==> config.mk <==
export PLATFORM = sky130hd
export DESIGN_NAME = fec_slave
export DESIGN_NICKNAME = d
export VERILOG_FILES = /design/src/rtl/fec_pkg.sv /design/src/rtl/fec_bus_sampler.sv /design/src/rtl/fec_frame_engine.sv /design/src/rtl/fec_reg_bank.sv /design/src/rtl/fec_slave.sv
export SDC_FILE = /design/constraint.sdc
export NUM_CORES = 1
export LEC_CHECK = 0
export BUFFER_PORTS_ARGS = -buffer_cell sky130_fd_sc_hd__buf_2
export CORE_ASPECT_RATIO = 2
export CORE_MARGIN = 2
export CORE_UTILIZATION = 50
export CTS_BUF_LIST = sky130_fd_sc_hd__clkbuf_16
export DETAILED_ROUTE_END_ITERATION = 16
export PLACE_DENSITY = 0.73
export SLEW_MARGIN = 10
export SYNTH_ARGS = -nofsm -noshare
export SYNTH_HDL_FRONTEND = slang
export SYNTH_SLANG_ARGS = --single-unit
==> constraint.sdc <==
create_clock -name clk -period 5.36 [get_ports clk]
set_input_delay 0.536 -clock clk [delete_from_list [all_inputs] [get_ports clk]]
set_output_delay 0.536 -clock clk [all_outputs]
set_load 0.05 [all_outputs]
==> src/rtl/fec_pkg.sv <==
package fec_pkg;

  typedef enum logic [2:0] {
    ST_IDLE,
    ST_CMD,
    ST_WDATA,
    ST_RTURN,
    ST_RDATA,
    ST_REND
  } fec_state_e;

  // Upper three command bits for the full-length operations
  localparam logic [2:0] OP_WRITE = 3'b010;
  localparam logic [2:0] OP_READ  = 3'b011;

  // Odd parity: value that makes the total count of ones odd
  function automatic logic odd_bit(input logic [15:0] v);
    return ~^v;
  endfunction

endpackage

==> src/rtl/fec_bus_sampler.sv <==
module fec_bus_sampler (
  input  logic clk,
  input  logic rst,
  input  logic sclk_i,
  input  logic sdata_i,
  output logic sclk_rise,
  output logic sclk_fall,
  output logic bit_val,
  output logic start_evt
);

  logic [1:0] ck_sy, dt_sy;
  logic       ck_q, dt_q, armed;
  logic       dt_rise_lo, dt_fall_lo;

  always_ff @(posedge clk) begin
    if (rst) begin
      ck_sy <= '0;
      dt_sy <= '0;
      ck_q  <= 1'b0;
      dt_q  <= 1'b0;
    end else begin
      ck_sy <= {ck_sy[0], sclk_i};
      dt_sy <= {dt_sy[0], sdata_i};
      ck_q  <= ck_sy[1];
      dt_q  <= dt_sy[1];
    end
  end

  assign sclk_rise  = ck_sy[1] & ~ck_q;
  assign sclk_fall  = ~ck_sy[1] & ck_q;
  assign bit_val    = dt_sy[1];
  assign dt_rise_lo = dt_sy[1] & ~dt_q & ~ck_sy[1] & ~ck_q;
  assign dt_fall_lo = ~dt_sy[1] & dt_q & ~ck_sy[1] & ~ck_q;

  // A rising data edge while the clock is low arms the detector, and the falling data edge that follows completes the start
  always_ff @(posedge clk) begin
    if (rst)             armed <= 1'b0;
    else if (ck_sy[1])   armed <= 1'b0;
    else if (dt_rise_lo) armed <= 1'b1;
    else if (dt_fall_lo) armed <= 1'b0;
  end

  assign start_evt = dt_fall_lo & armed;

  a_r11_start_on_low_clock: assert property (@(posedge clk) disable iff (rst)
    start_evt |-> (!sclk_rise && !sclk_fall));

endmodule

==> src/rtl/fec_frame_engine.sv <==
module fec_frame_engine
  import fec_pkg::*;
#(
  parameter int SW = 4,
  parameter int AW = 5,
  parameter int DW = 8,
  parameter logic [SW-1:0] SLAVE_ID = 4'h6
) (
  input  logic          clk,
  input  logic          rst,
  input  logic          sclk_rise,
  input  logic          sclk_fall,
  input  logic          bit_val,
  input  logic          start_evt,
  input  logic [DW-1:0] rd_data,
  output logic [AW-1:0] reg_addr,
  output logic          wr_en,
  output logic [DW-1:0] wr_data,
  output logic          r0_en,
  output logic [AW+1:0] r0_data,
  output logic          sdata_o,
  output logic          sdata_oe
);

  localparam int CW   = AW + 3;
  localparam int HW   = SW + CW;
  localparam int CNTW = $clog2(HW + 1);
  localparam logic [CNTW-1:0] HW_C = CNTW'(HW);
  localparam logic [CNTW-1:0] DW_C = CNTW'(DW);

  fec_state_e      state;
  logic [CNTW-1:0] cnt;
  logic [HW-1:0]   hdr;
  logic [DW-1:0]   dsh;
  logic [DW:0]     tx;
  logic [SW-1:0]   sa_q;

  logic [SW-1:0] hdr_sa;
  logic [2:0]    hdr_op;
  logic          hdr_ok, dat_ok;

  assign hdr_sa = hdr[HW-1 -: SW];
  assign hdr_op = hdr[CW-1 -: 3];
  assign hdr_ok = (^{hdr, bit_val}) && ((hdr_sa == SLAVE_ID) || (hdr_sa == '0));
  assign dat_ok = ^{dsh, bit_val};

  always_ff @(posedge clk) begin
    if (rst) begin
      state    <= ST_IDLE;
      cnt      <= '0;
      hdr      <= '0;
      dsh      <= '0;
      tx       <= '0;
      sa_q     <= '0;
      reg_addr <= '0;
      wr_en    <= 1'b0;
      wr_data  <= '0;
      r0_en    <= 1'b0;
      r0_data  <= '0;
      sdata_o  <= 1'b0;
      sdata_oe <= 1'b0;
    end else begin
      wr_en <= 1'b0;
      r0_en <= 1'b0;
      if (start_evt) begin
        state    <= ST_CMD;
        cnt      <= '0;
        sdata_o  <= 1'b0;
        sdata_oe <= 1'b0;
      end else begin
        case (state)
          ST_CMD: if (sclk_fall) begin
            if (cnt != HW_C) begin
              hdr <= {hdr[HW-2:0], bit_val};
              cnt <= cnt + 1'b1;
            end else begin
              cnt      <= '0;
              sa_q     <= hdr_sa;
              reg_addr <= hdr[AW-1:0];
              state    <= ST_IDLE;
              if (hdr_ok) begin
                if (hdr[CW-1]) begin
                  r0_en   <= 1'b1;
                  r0_data <= hdr[CW-2:0];
                end else if (hdr_op == OP_WRITE) begin
                  state <= ST_WDATA;
                end else if (hdr_op == OP_READ && hdr_sa == SLAVE_ID) begin
                  state <= ST_RTURN;
                end
              end
            end
          end
          ST_WDATA: if (sclk_fall) begin
            if (cnt != DW_C) begin
              dsh <= {dsh[DW-2:0], bit_val};
              cnt <= cnt + 1'b1;
            end else begin
              cnt   <= '0;
              state <= ST_IDLE;
              if (dat_ok) begin
                wr_en   <= 1'b1;
                wr_data <= dsh;
              end
            end
          end
          ST_RTURN: if (sclk_fall) begin
            tx    <= {rd_data, ~^rd_data};
            cnt   <= '0;
            state <= ST_RDATA;
          end
          ST_RDATA: begin
            if (sclk_rise) begin
              sdata_oe <= 1'b1;
              sdata_o  <= tx[DW];
            end else if (sclk_fall) begin
              tx <= {tx[DW-1:0], 1'b0};
              if (cnt == DW_C) begin
                cnt   <= '0;
                state <= ST_REND;
              end else begin
                cnt <= cnt + 1'b1;
              end
            end
          end
          ST_REND: begin
            if (sclk_rise) begin
              sdata_o <= 1'b0;
            end else if (sclk_fall) begin
              sdata_oe <= 1'b0;
              state    <= ST_IDLE;
            end
          end
          default: state <= ST_IDLE;
        endcase
      end
    end
  end

  a_r9_drive_only_own_id: assert property (@(posedge clk) disable iff (rst)
    $rose(sdata_oe) |-> (sa_q == SLAVE_ID));

  a_r1_idle_no_drive: assert property (@(posedge clk) disable iff (rst)
    (state == ST_IDLE || state == ST_CMD) |-> !sdata_oe);

  a_r7_write_after_data: assert property (@(posedge clk) disable iff (rst)
    wr_en |-> $past(state) == ST_WDATA);

endmodule

==> src/rtl/fec_reg_bank.sv <==
module fec_reg_bank #(
  parameter int AW = 5,
  parameter int DW = 8,
  parameter int SW = 4,
  parameter int R0W = 7,
  parameter logic [SW-1:0] SLAVE_ID = 4'h6,
  parameter logic [DW-1:0] ID_A = 8'hA5,
  parameter logic [DW-1:0] ID_B = 8'h3C
) (
  input  logic             clk,
  input  logic             rst,
  input  logic             wr_en,
  input  logic [AW-1:0]    wr_addr,
  input  logic [DW-1:0]    wr_data,
  input  logic             r0_en,
  input  logic [R0W-1:0]   r0_data,
  input  logic [AW-1:0]    rd_addr,
  output logic [DW-1:0]    rd_data,
  output logic [(1<<AW)*DW-1:0] regs_flat
);

  localparam int NREG    = 1 << AW;
  localparam int RO_BASE = NREG - 3;

  logic [DW-1:0] mem  [RO_BASE];
  logic [DW-1:0] view [NREG];

  always_ff @(posedge clk) begin
    if (rst) begin
      for (int i = 0; i < RO_BASE; i++) mem[i] <= '0;
    end else if (r0_en) begin
      mem[0] <= {mem[0][DW-1:R0W], r0_data};
    end else if (wr_en && (wr_addr < AW'(RO_BASE))) begin
      mem[wr_addr] <= wr_data;
    end
  end

  for (genvar g = 0; g < NREG; g++) begin : g_view
    if (g < RO_BASE) begin : g_rw
      assign view[g] = mem[g];
    end else if (g == RO_BASE) begin : g_ida
      assign view[g] = ID_A;
    end else if (g == RO_BASE + 1) begin : g_idb
      assign view[g] = ID_B;
    end else begin : g_sid
      assign view[g] = {{(DW-SW){1'b0}}, SLAVE_ID};
    end
    assign regs_flat[g*DW +: DW] = view[g];
  end

  assign rd_data = view[rd_addr];

  a_r5_reg0_top_bit_kept: assert property (@(posedge clk) disable iff (rst)
    r0_en |=> mem[0][DW-1] == $past(mem[0][DW-1]));

  a_r2_hold_without_write: assert property (@(posedge clk) disable iff (rst)
    (!wr_en && !r0_en) |=> $stable(regs_flat));

  a_r10_ro_write_no_effect: assert property (@(posedge clk) disable iff (rst)
    (wr_en && wr_addr >= AW'(RO_BASE)) |=> $stable(regs_flat));

endmodule

==> src/rtl/fec_slave.sv <==
module fec_slave #(
  parameter int SW = 4,
  parameter int AW = 5,
  parameter int DW = 8,
  parameter logic [SW-1:0] SLAVE_ID = 4'h6,
  parameter logic [DW-1:0] ID_A = 8'hA5,
  parameter logic [DW-1:0] ID_B = 8'h3C
) (
  input  logic                  clk,
  input  logic                  rst,
  input  logic                  sclk_i,
  input  logic                  sdata_i,
  output logic                  sdata_o,
  output logic                  sdata_oe,
  output logic [(1<<AW)*DW-1:0] regs_o
);

  // The short write carries AW+2 data bits and requires DW > AW+2
  localparam int R0W = AW + 2;

  logic          sclk_rise, sclk_fall, bit_val, start_evt;
  logic [AW-1:0] reg_addr;
  logic          wr_en, r0_en;
  logic [DW-1:0] wr_data, rd_data;
  logic [R0W-1:0] r0_data;

  fec_bus_sampler u_smp (
    .clk       (clk),
    .rst       (rst),
    .sclk_i    (sclk_i),
    .sdata_i   (sdata_i),
    .sclk_rise (sclk_rise),
    .sclk_fall (sclk_fall),
    .bit_val   (bit_val),
    .start_evt (start_evt)
  );

  fec_frame_engine #(.SW(SW), .AW(AW), .DW(DW), .SLAVE_ID(SLAVE_ID)) u_eng (
    .clk       (clk),
    .rst       (rst),
    .sclk_rise (sclk_rise),
    .sclk_fall (sclk_fall),
    .bit_val   (bit_val),
    .start_evt (start_evt),
    .rd_data   (rd_data),
    .reg_addr  (reg_addr),
    .wr_en     (wr_en),
    .wr_data   (wr_data),
    .r0_en     (r0_en),
    .r0_data   (r0_data),
    .sdata_o   (sdata_o),
    .sdata_oe  (sdata_oe)
  );

  fec_reg_bank #(.AW(AW), .DW(DW), .SW(SW), .R0W(R0W), .SLAVE_ID(SLAVE_ID),
                 .ID_A(ID_A), .ID_B(ID_B)) u_bank (
    .clk       (clk),
    .rst       (rst),
    .wr_en     (wr_en),
    .wr_addr   (reg_addr),
    .wr_data   (wr_data),
    .r0_en     (r0_en),
    .r0_data   (r0_data),
    .rd_addr   (reg_addr),
    .rd_data   (rd_data),
    .regs_flat (regs_o)
  );

endmodule

Yosys cells after proc, flatten, opt, wreduce, memory -nomap -nowiden
Memories as Yosys holds them, arrays and structs flattened.
Cells that the tools add are included.
{"block": "op_classes", "add_sub_neg": 1, "magnitude_cmp": 2, "eq_ne": 33, "n_mux": 56, "n_bitwise": 22, "reduce_logical": 28}
{"op": "$bmux 8 s5", "n": 1}
{"op": "$mux 3", "n": 13}
{"op": "$mux 4", "n": 8}
{"op": "$mux 8", "n": 4}
{"op": "$mux 9", "n": 3}
{"op": "$ne 3x3->1 const B", "n": 9}
{"op": "$ne 2x2->1 const B", "n": 11}
{"op": "$mux 1", "n": 20}
{"op": "$reduce_and 10->1", "n": 2}
{"op": "$pmux 9 s2", "n": 1}
{"op": "$pmux 4 s4", "n": 1}
{"op": "$reduce_and 4->1", "n": 4}
{"op": "$pmux 3 s5", "n": 1}
{"op": "$reduce_xor 13->1", "n": 1}
{"op": "$eq 3x2->1 const B", "n": 4}
{"op": "$reduce_and 6->1", "n": 2}
{"op": "$not 1->1", "n": 11}
{"op": "$reduce_and 5->1", "n": 2}
{"op": "$and 1x1->1", "n": 9}
{"op": "$reduce_xor 9->1", "n": 1}
{"op": "$ne 4x4->1 const B", "n": 2}
{"op": "$reduce_or 8->1", "n": 1}
{"op": "$reduce_xnor 8->1", "n": 1}
{"op": "$eq 3x3->1 const B", "n": 2}
{"op": "other kinds (22)", "n": 28}
{"block": "word_totals", "regBits": 67, "ram_bits": 232, "out_inout_bits": 258, "memories": 1}
{"memory": "u_bank.mem", "words": 29, "word_bits": 8, "rd": 29, "rd_ports_with_merged_regs": 0, "wr": 29, "line": "fec_reg_bank.sv:25", "source": "logic [DW-1:0] mem [RO_BASE];"}

Longest topological paths before layout
{"block": "depth", "word_depth": 10, "ltp_mapped": 13}

By module
Synthesis repeated with hierarchy kept, for this count alone.
{"block": "hier_totals", "cells_unflattened": 1130, "area_unflattened_um2": 14295.0}
{"mod": "fec_reg_bank", "instances": 1, "cells_per_inst": 784, "area_each_um2": 11120.7, "seq_area_each_um2": 6966.7}
{"mod": "fec_frame_engine", "instances": 1, "cells_per_inst": 325, "area_each_um2": 2942.8, "seq_area_each_um2": 1201.2}
{"mod": "fec_bus_sampler", "instances": 1, "cells_per_inst": 21, "area_each_um2": 231.5, "seq_area_each_um2": 140.1}

Least setup slack after synthesis
No wires, ideal clock.
{"block": "synth_timing", "path_type": "register to register", "start": "memory u_bank.mem[7][4]", "end": "register u_eng.tx[0]", "setup_ns": 0.096, "t_arrival_ns": 2.581, "slack_ns": 2.683, "path_stages_with_launch": 9, "n_path_buf": 0, "cell_sequence": "edfxtp_1 > mux4_2 > a22oi_2 > a21oi_2 > nor4_4 > xnor2_1 > xnor3_2 > xnor2_1 > o41ai_2"}
{"item": "start: declaration", "line": "fec_reg_bank.sv:25"}
{"item": "end signal: assignment", "line": "fec_frame_engine.sv:107", "source": "tx <= {rd_data, ~^rd_data};"}
{"item": "end signal: assignment", "line": "fec_frame_engine.sv:116", "source": "tx <= {tx[DW-1:0], 1'b0};"}
{"item": "end: declaration", "line": "fec_frame_engine.sv:35", "source": "logic [DW:0] tx;"}

Worst setup path in the final report
{"block": "layout_timing", "start": "register u_eng.reg_addr[1]", "end": "register u_eng.tx[0]"}
{"block": "layout_between", "elab_chain_len": 7}
{"item": "start: declaration", "line": "fec_frame_engine.sv:16", "source": "output logic [AW-1:0] reg_addr,"}
{"item": "start signal: assignment", "line": "fec_frame_engine.sv:79", "source": "reg_addr <= hdr[AW-1:0];"}
{"item": "$not 5->6 (not written as such)", "line": "fec_reg_bank.sv:51", "source": "assign rd_data = view[rd_addr];"}
{"item": "$bmux 8 s5", "line": "fec_reg_bank.sv:51"}
{"item": "$mux 8 (not written as such) (2 in series)", "line": "fec_reg_bank.sv:51"}
{"item": "$reduce_xnor 8->1", "line": "fec_frame_engine.sv:107"}
{"item": "$mux 9", "line": "fec_frame_engine.sv:106", "source": "ST_RTURN: if (sclk_fall) begin"}
{"item": "$pmux 9 s2", "line": "fec_frame_engine.sv:71", "source": "case (state)"}
Every way passes these cells. The select of a mux whose other input is x is not followed.
A chain may end at the register's enable or synchronous reset.

==> reports/qor.yml <==
cts:
  cts_made_buffers: 26
  cts_tree: "done"
  clkTransAtPathRegs_ns: 0.07
  post-cts-setup-buffers: 0
  ctsResizeCount: 0
  ctsLongestPathBuffers: 3
  numClockSinks: 299
  htreeDepth: 1
  clock_latency_ns: 0.55
  cts_root_buffer: "clkbuf_16"
  cts_hold_buf: 0
final_layout:
  fill_cells: 2372
  insertedDiodeCount: 0
  syn_to_final_growth_pct: 15.1
  nNetsFinal: 1398
  final_core_util_pct: 58.5
  layout-drive-gt1-share_pct: 26.9
  finalInstanceArea_sq_um: 16600
min_path:
  hold_path.class: "in -> reg"
power:
  total_power_w: 0.00515
  power.density_nw_per_um2: 311
  p_leak_nw: 6.29
  ir_drop_uv: 266
detailed_routing:
  num_vias: 10500
  wire_per_inst_um: 26.4
  viasPerCell: 5.94
  drcViolationCount: 0
  drtAntennaViolNets: 0
  wl_um: 46700
  drtPass1Iterations: 5
  drt_iter0_markers: 953
worst_setup_path:
  crit_end: "u_eng.tx[0]"
  worst-r2r-setup-slack_ns: 1.71
  arrival_ns: 4.11
  r2r_start: "u_eng.reg_addr[1]"
  r2r_end: "u_eng.tx[0]"
  rr_worst_depth: 9
  critPathKind: "reg -> reg"
  startpoint_type: "flop"
  crit_path_max_fanout: 60
  crit_path_end_kind: "flop"
  crit_path_start: "u_eng.reg_addr[1]"
  critPathRequiredTime_ns: 5.82
synthesis:
  synth_cell_types: 78
  syn_area_sq_um: 14400
  synth_top_flop_cell: "edfxtp_1"
  synth_warnings: 0
  syn_inst: 1191
  ys_seq_elements: 299
  synth_area_per_cell_sq_um: 12.1
  seq_area_frac_synth_pct: 57.7
  synthArstFlopShare_pct: 0
  synth_edf_count: 232
timing:
  setup_viol: 0
  drv_slew: 0
  period_needed_ns: 3.65
  fin_tns_setup_ns: 0
  relSlewSlack_pct: 17.6
  finalHoldViolations: 0
  period_share_pct: 68.0
  worst_pin_slew_ns: 1.22
  setup_ws_ns: 1.71
  rsz0062_at_grt: "false"
  fmax_mhz: 274
  finClkSkew_ns: 0.0171
floorplan:
  start_util_pct: 50.8
  die_w_um: 124
  dieArea_sq_um: 30200
  pin_count: 262
  core_area_sq_um: 28300
  die_h_um: 244
  num_rows: 87
global_routing:
  antenna_found_initial: 1
  grt_overflow: 0
  grtUsageTotal_pct: 30.6
  grt_max_degree: 61
  grt_pass1_wl_um: 65900
  grt_pass1_vias: 10100
flow_run:
  maxCapViolCount: 0
place:
  dpl_cell_area_sq_um: 15700
  gp_congestion: 0.980
  dp_slack_ns: 1.79
  dp_hpwl_um: 35000
  portBuffers: 237
status:
  status: "finished clean"
## per-stage QoR
step / hold WS [ns] / instances
final: 0.197 / 1766
after global routing: 0.214 / 1766
after CTS: 0.185 / 1766
after detailed placement: 0.432 / 1718
after global placement: 0.421 / 1718
after floorplan: 0.414 / 1213
## how the worst min path moves through the flow
stage,startpoint,end,slack (ns),cells after the start
CTS,sclk_i,u_smp.ck_sy[0],0.19,2
floorplan,u_smp.ck_sy[0],u_smp.ck_sy[1],0.41,1
global route,sclk_i,u_smp.ck_sy[0],0.21,2
detailed placement,u_smp.ck_sy[0],u_smp.ck_sy[1],0.43,1
finish,sclk_i,u_smp.ck_sy[0],0.20,2
global placement,u_smp.dt_sy[0],u_smp.dt_sy[1],0.42,1
## cells in the mapped netlist, types with 8 or more instances
cell	number	area, sq um
mux2i_1	69	691
xnor2_1	18	158
a211oi_1	10	75.1
a22o_1	13	114
mux2_2	19	214
edfxtp_1	232	6970
buf_2	22	110
a221oi_1	9	78.8
a21oi_1	32	160
nor2_1	104	390
nand2b_1	9	56.3
or2_2	31	194
dfxtp_1	67	1340
clkbuf_1	50	188
o22ai_1	11	68.8
mux4_2	16	360
nor2b_1	17	106
nand3_1	10	50.1
buf_4	29	218
o21ai_0	21	105
nand2_1	43	161
and2_1	225	1410
a22oi_1	8	60.1
## metal layers
metal | routed length, um | vias up | global-route usage [%]
met5 | 0 | - | 0
met4 | 3610 | 0 | 20.2
met3 | 3250 | 150 | 3.60
met2 | 24500 | 577 | 54.0
met1 | 15400 | 5145 | 33.7
li1 | - | 4610 | -
## flip-flops by register name (all words and copies together) (netlist names), 3 cells and up
name            cells
u_bank.mem        232
u_eng.hdr          12
u_eng.tx            9
u_eng.dsh           8
u_eng.wr_data       8
u_eng.r0_data       7
u_eng.reg_addr      5
u_eng.cnt           4
u_eng.state         3
## final cells by class
cell class | instances | area (sq um) | share of cell area, %
repair buffers | 256 | 1330 | 8.03
clock inverters | 19 | 125 | 0.756
well taps | 356 | 445 | 2.69
clock buffers | 29 | 726 | 4.38
multi-input cells | 799 | 5580 | 33.7
inverters | 8 | 30.0 | 0.181
flip-flops and latches | 299 | 8310 | 50.2
## placed cells by master (no fill, tap or decap), drive strengths merged, types with 24 or more instances in the layout
cell type and count:
a21oi 33, and2 225, buf 256, clkbuf 29, conb 24, dfxtp 67
edfxtp 232, mux2i 69, nand2 43, nor2 104, o21ai 24, or2 32
## logic make-up after synthesis
family,share of synthesized area (%)
AO/OA/AOI/OAI,6.71
XOR/XNOR,1.84
flip-flops,57.7
other,0.0522
AND/OR/NAND/NOR,19.7
multiplexers,9.50
buffers and inverters,4.10
adder cells (fa/ha/maj),0.348
## critical path: stages (launching register included)
cell     delay (ns)
dfxtp_4        1.01
buf_4          0.42
mux4_1         0.45
a22oi_2        0.22
a21oi_2        0.10
nor4_4         0.36
xnor2_1        0.18
xnor3_2        0.45
xnor2_1        0.15
o41ai_2        0.19
## report_power, final
group | leakage (nW) | internal (W) | switching [W] | total, W
registers | 2.74 | 0.00258 | 0.0000898 | 0.00267
logic | 3.11 | 0.000109 | 0.000484 | 0.000593
clock network | 0.433 | 0.00103 | 0.000861 | 0.00189
No activity file was read; power rests on OpenSTA's default activity.
